## src/rtl/bias_cal_pkg.sv

```systemverilog
// Shared types for the body-bias calibration controller.
// Assumes the bias code values are decoded by the bias generators downstream.
package bias_cal_pkg;

    // Bias select code driven to the bias generators
    typedef enum logic [1:0] {
        BIAS_ZERO = 2'b00,
        BIAS_FWD  = 2'b01,
        BIAS_REV  = 2'b10
    } bias_code_t;

    // Controller sequence
    typedef enum logic [1:0] {
        ST_IDLE   = 2'b00,
        ST_SETTLE = 2'b01,
        ST_SAMPLE = 2'b10
    } cal_state_t;

endpackage

```

## src/rtl/bias_sync.sv

```systemverilog
// Two-flop synchronizer, one chain per bit.
// Assumes each input bit is an independent level with no cross-bit coherency need.
module bias_sync #(
    parameter int W = 2
) (
    input  logic         clk,
    input  logic         rst_n,
    input  logic [W-1:0] d,
    output logic [W-1:0] q
);
    generate
        for (genvar b = 0; b < W; b++) begin : g_bit
            logic meta_q;
            logic stab_q;
            // two-stage capture of bit b
            always_ff @(posedge clk) begin
                if (!rst_n) begin
                    meta_q <= 1'b0;
                    stab_q <= 1'b0;
                end else begin
                    meta_q <= d[b];
                    stab_q <= meta_q;
                end
            end
            assign q[b] = stab_q;
        end
    endgenerate
endmodule

```

## src/rtl/bias_settle_timer.sv

```systemverilog
// Settle-cycle counter: counts while run is high and flags the last settle cycle.
// Assumes len is held stable during a calibration; a len of 0 behaves like 1.
module bias_settle_timer #(
    parameter int SETTLE_W = 8
) (
    input  logic                clk,
    input  logic                rst_n,
    input  logic                run,
    input  logic [SETTLE_W-1:0] len,
    output logic                last
);
    localparam int CW = SETTLE_W + 1;

    logic [SETTLE_W-1:0] cnt_q;
    logic [CW-1:0]       cnt_nxt;

    assign cnt_nxt = CW'(cnt_q) + CW'(1);
    assign last    = run && (cnt_nxt >= CW'(len));

    // count settle cycles, clear when not running
    always_ff @(posedge clk) begin
        if (!rst_n || !run) cnt_q <= '0;
        else                cnt_q <= cnt_nxt[SETTLE_W-1:0];
    end
endmodule

```

## src/rtl/bias_region_decode.sv

```systemverilog
// Maps the synchronized comparator pair to a bias code.
// Assumes lower reference < upper reference, so above-upper implies above-lower.
module bias_region_decode
    import bias_cal_pkg::*;
(
    input  logic       above_lo,
    input  logic       above_hi,
    output bias_code_t code,
    output logic       legal
);
    // region to code lookup
    always_comb begin
        legal = 1'b1;
        code  = BIAS_ZERO;
        unique case ({above_hi, above_lo})
            2'b00: code = BIAS_FWD;
            2'b01: code = BIAS_ZERO;
            2'b11: code = BIAS_REV;
            default: legal = 1'b0;
        endcase
    end
endmodule

```

## src/rtl/bias_cal_ctrl.sv

```systemverilog
// Body-bias calibration controller top: opens the monitor bypass on request,
// waits settle_len cycles, samples synchronized comparators, latches a bias code,
// closes the bypass and pulses done.
// Assumes comparator outputs are stable for the last settle cycles.
module bias_cal_ctrl
    import bias_cal_pkg::*;
#(
    parameter int SETTLE_W = 8
) (
    input  logic                clk,
    input  logic                rst_n,
    input  logic                cal_req,
    input  logic [SETTLE_W-1:0] settle_len,
    input  logic                cmp_above_lo,
    input  logic                cmp_above_hi,
    output logic                bypass_open,
    output logic [1:0]          bias_sel,
    output logic                cal_done,
    output logic                cal_err
);
    cal_state_t state_q;
    bias_code_t bias_q;
    bias_code_t dec_code;
    logic [1:0] cmp_sync;
    logic       dec_legal;
    logic       settle_last;
    logic       byp_q;
    logic       done_q;
    logic       err_q;

    bias_sync #(.W(2)) i_sync (
        .clk   (clk),
        .rst_n (rst_n),
        .d     ({cmp_above_hi, cmp_above_lo}),
        .q     (cmp_sync)
    );

    bias_settle_timer #(.SETTLE_W(SETTLE_W)) i_timer (
        .clk   (clk),
        .rst_n (rst_n),
        .run   (state_q == ST_SETTLE),
        .len   (settle_len),
        .last  (settle_last)
    );

    bias_region_decode i_dec (
        .above_lo (cmp_sync[0]),
        .above_hi (cmp_sync[1]),
        .code     (dec_code),
        .legal    (dec_legal)
    );

    // calibration sequence, bypass control, bias latch and flags
    always_ff @(posedge clk) begin
        if (!rst_n) begin
            state_q <= ST_IDLE;
            bias_q  <= BIAS_ZERO;
            byp_q   <= 1'b0;
            done_q  <= 1'b0;
            err_q   <= 1'b0;
        end else begin
            done_q <= 1'b0;
            unique case (state_q)
                ST_IDLE: begin
                    if (cal_req) begin
                        state_q <= ST_SETTLE;
                        byp_q   <= 1'b1;
                    end
                end
                ST_SETTLE: begin
                    if (settle_last) state_q <= ST_SAMPLE;
                end
                ST_SAMPLE: begin
                    if (dec_legal) bias_q <= dec_code;
                    else           err_q  <= 1'b1;
                    byp_q   <= 1'b0;
                    done_q  <= 1'b1;
                    state_q <= ST_IDLE;
                end
                default: state_q <= ST_IDLE;
            endcase
        end
    end

    assign bypass_open = byp_q;
    assign bias_sel    = bias_q;
    assign cal_done    = done_q;
    assign cal_err     = err_q;


    bias_legal_chk: assert property (@(posedge clk) disable iff (!rst_n)
        bias_sel != 2'b11);


    bias_change_only_at_close_chk: assert property (@(posedge clk) disable iff (!rst_n)
        !$stable(bias_sel) |-> (cal_done && !bypass_open));


    done_on_bypass_fall_chk: assert property (@(posedge clk) disable iff (!rst_n)
        cal_done |-> (!bypass_open && $past(bypass_open)));


    err_sticky_chk: assert property (@(posedge clk) disable iff (!rst_n)
        cal_err |=> cal_err);


    bypass_open_needs_req_chk: assert property (@(posedge clk) disable iff (!rst_n)
        $rose(bypass_open) |-> $past(cal_req));
endmodule

```

## config.mk

```make
export PLATFORM = sky130hd
export DESIGN_NAME = bias_cal_ctrl
export DESIGN_NICKNAME = d
export VERILOG_FILES = /design/src/rtl/bias_cal_pkg.sv /design/src/rtl/bias_sync.sv /design/src/rtl/bias_settle_timer.sv /design/src/rtl/bias_region_decode.sv /design/src/rtl/bias_cal_ctrl.sv
export SDC_FILE = /design/constraint.sdc
export NUM_CORES = 1
export LEC_CHECK = 0
export BUFFER_PORTS_ARGS = -buffer_cell sky130_fd_sc_hd__buf_2
export CORE_AREA = 2 2 49 47
export DETAILED_ROUTE_END_ITERATION = 7
export DIE_AREA = 0 0 51 49
export PLACE_DENSITY = 0.69
export SETUP_SLACK_MARGIN = 0.5
export SLEW_MARGIN = 0
export SYNTH_ARGS = -nofsm -noshare
export SYNTH_HDL_FRONTEND = slang
export SYNTH_SLANG_ARGS = --single-unit
```

## constraint.sdc

```tcl
create_clock -name clk -period 1.85 [get_ports clk]
set_input_delay 0.185 -clock clk [delete_from_list [all_inputs] [get_ports clk]]
set_output_delay 0.185 -clock clk [all_outputs]
set_load 0.01 [all_outputs]
```

==> impl_metrics.py <==
metrics = {
    "clock_network": {
        "cts_tree": "done",
        "cts_buffer_depth": 2,
        "htree_levels": 1,
        "cts_root_buf": "clkbuf_4",
        "worst_skew_pair.late_latency_ps": 300,
        "clk_pin_slew_worst_paths_ps": 110,
        "cts.sinks": 19,
        "cts_buffers": 3,
    },
    "final_layout": {
        "nFillCells": 181,
        "multi_input_area_sq_um": 528,
        "instances_no_fill": 151,
        "diodes": 0,
        "final_cell_mix": "buf_2 (17), dfxtp_1 (13), buf_4 (12), ha_1 (8)",
        "syn2layout_area_growth_pct": 36.2,
        "register_area_sq_um": 388,
        "utilization_pct": 58.8,
        "fin_nets": 147,
        "drive_above_1_share_pct": 41.1,
        "final_common_cell": "buf_2",
    },
    "die": {
        "die_h_um": 49,
        "ioPinCount": 18,
        "die_w_um": 51,
        "dieArea_sq_um": 2500,
        "start_util_pct": 43.2,
        "num_rows": 16,
        "core-area_sq_um": 2020,
    },
    "sta": {
        "fmax_ghz": 0.482,
        "post-route-period-util_pct": 112,
        "setup_viol": 2,
        "slew_violations": 0,
        "setup-tns-final_ps": -409,
        "final-hold-violation-count": 0,
        "setup_slack_ps": -224,
        "slew-limit-headroom_pct": 81.7,
        "rsz0062_at_grt": "yes",
        "finClkSkew_ps": 4.17,
        "fin_crit_ps": 2070,
        "worstMarginPinSlew_ps": 274,
    },
    "global_routing": {
        "antenna_found_initial": 0,
        "grt_usage_pct": 15.3,
        "grt_pass1_vias": 702,
        "grt_max_degree": 12,
        "grt_pass1_wl_um": 2870,
        "grt-ovfl-total": 0,
    },
    "yosys": {
        "yosysSeqAreaShare_pct": 43.6,
        "synth-main-ff-cell": "dfxtp_1",
        "yosysUniqueCellTypes": 25,
        "async_reset_ff_share_pct": 0,
        "yosys_register_bits": 19,
        "syn_nets": 112,
        "netlist_instances": 90,
        "ys_warn_count": 0,
        "synthesis.area_per_instance_sq_um": 9.70,
        "synth_edf_count": 0,
        "syn_area_sq_um": 873,
    },
    "worst_setup_path": {
        "reg2reg_from": "i_timer.cnt_q[2]",
        "r2r_cells": 8,
        "crit_type": "reg -> reg",
        "reg2reg_to": "state_q[0]",
        "critPathCaptureType": "flip-flop",
        "ff2ff_setup_slack_ps": -220,
        "crit_fanout": 4,
        "path_cells": "nand3_4 -> nor3_4 -> xor2_1 -> ha_1 -> and3_4 -> a221oi_2 -> o21ai_2 -> o31ai_1",
        "cp_top_family": "compound AO/OA/AOI/OAI gates",
        "crit_required_ps": 2060,
        "critical_path_buf_inv_count": 0,
        "cp-start-kind": "flip-flop",
        "crit_path_top_delay_cell": "dfxtp_2",
        "crit_arrival_ps": 2290,
        "max_stage_delay_ps": 360,
    },
    "power_and_ir_drop": {
        "leakage_nw": 0.627,
        "powerDensity_nw_per_um2": 591,
        "ir_worst_vdd_mv": 0.548,
    },
    "place": {
        "portBuffers": 17,
        "place_ws_ps": -223,
        "place.gp.congestion": 0.756,
        "hpwlAfterDp_um": 1270,
        "placedCellCount": 142,
    },
    "min_path": {
        "worstHoldPathCells": 2,
        "hp-start": "cmp_above_hi",
        "hold_end": "i_sync.g_bit[1].meta_q",
        "min_path_type": "in -> reg",
    },
    "detailed_routing": {
        "routed_wl_um": 1680,
        "drc": 0,
        "drt_iter0_markers": 9,
        "wl_per_cell_um": 11.1,
        "ant_nets": 0,
        "routed-via-count": 703,
        "drtPass1Iterations": 4,
        "viasPerCell": 4.66,
    },
    "job": {
        "cap_viol_max_count": 0,
    },
    "outcome": {
        "violations": "negative setup slack",
        "status": "finished with violations",
    },
}
## state kept, by name, summed over array words and instances, names as in the netlist
| name | flops |
|---|---|
| i_timer.cnt_q | 8 |
| bias_sel | 2 |
| cal_err | 1 |
| state_q | 2 |
| bypass_open | 1 |
| cal_done | 1 |
| i_sync.g_bit.meta_q | 2 |
| i_sync.g_bit.stab_q | 2 |
## per-layer routing
metal  vias up  GRT usage (%)  share of wire (%)
met5         -              0                  0
met4         0           8.11                2.0
met3         5           3.68                2.6
met2         9           25.1                 46
met1       319           18.2                 49
li1        370              -                  -
## area by class of cell
cell class	instances	area share, %
timing repair buffer	30	15.7
clock inverter	1	0.421
multi-input combinational	64	44.4
clock buffer	3	1.89
inverter	7	2.21
tap	27	2.84
sequential	19	32.6
## cells in the mapped netlist (3+ instances only)
master | number | area (sq um)
xor2_1 | 4 | 35.0
ha_1 | 9 | 113
inv_1 | 7 | 26.3
nor2b_1 | 7 | 43.8
dfxtp_1 | 19 | 380
and2_1 | 5 | 31.3
a21oi_1 | 3 | 15.0
nor2_1 | 4 | 15.0
and3_1 | 3 | 18.8
nand2_1 | 6 | 22.5
nand3_1 | 4 | 20.0
## worst reg2reg max path: stages (launching register included)
cell      delay (ps)
dfxtp_2          360
nand3_4          120
nor3_4           200
xor2_1           240
ha_1             290
and3_4           170
a221oi_2         270
o21ai_2           90
o31ai_1          240
## logic make-up (layout without fill, tap and decap cells)
group | after synthesis | count (layout) | synth area share (%)
XOR/XNOR | 6 | 6 | 6.02
adder cells (fa/ha/maj) | 9 | 9 | 12.9
buffers and inverters | 7 | 41 | 3.01
AO/OA/AOI/OAI | 12 | 12 | 10.2
AND/OR/NAND/NOR | 37 | 37 | 24.4
flip-flops | 19 | 19 | 43.6
## report_power, final
group | switching (mW) | internal [mW]
registers | 0.00797 | 0.420
clock network | 0.126 | 0.0806
logic | 0.0300 | 0.0381
## through the flow
step	hold WS, ps	instance area (sq um)	total power [mW]
finish	83.6	1190	0.703
global route	61.1	1190	0.746
CTS	79.4	1140	0.709
detailed placement	395	1070	0.499
global placement	391	1070	0.497
floorplan	303	890	0.469
## how the worst max path moves through the flow
stage,from,endpoint,slack (ps),depth (start not counted)
after detailed placement,i_timer.cnt_q[1],state_q[1],-220,9
after floorplan,i_timer.cnt_q[0],state_q[1],-60,9
final,i_timer.cnt_q[2],state_q[0],-220,8
after CTS,i_timer.cnt_q[0],state_q[1],-190,9
after global routing,i_timer.cnt_q[2],state_q[0],-330,8
after global placement,i_timer.cnt_q[1],state_q[1],-200,9
## repair_timing
item,CTS,global route
cloned,0,0
pin swaps,7,10
hold buffers,0,0
setup endpoints to repair,2,4
gates resized for setup,2,12
endpoints found under the hold margin,0,0
buffers inserted,4,1
Note: power is estimated with default switching activity, not from simulation.
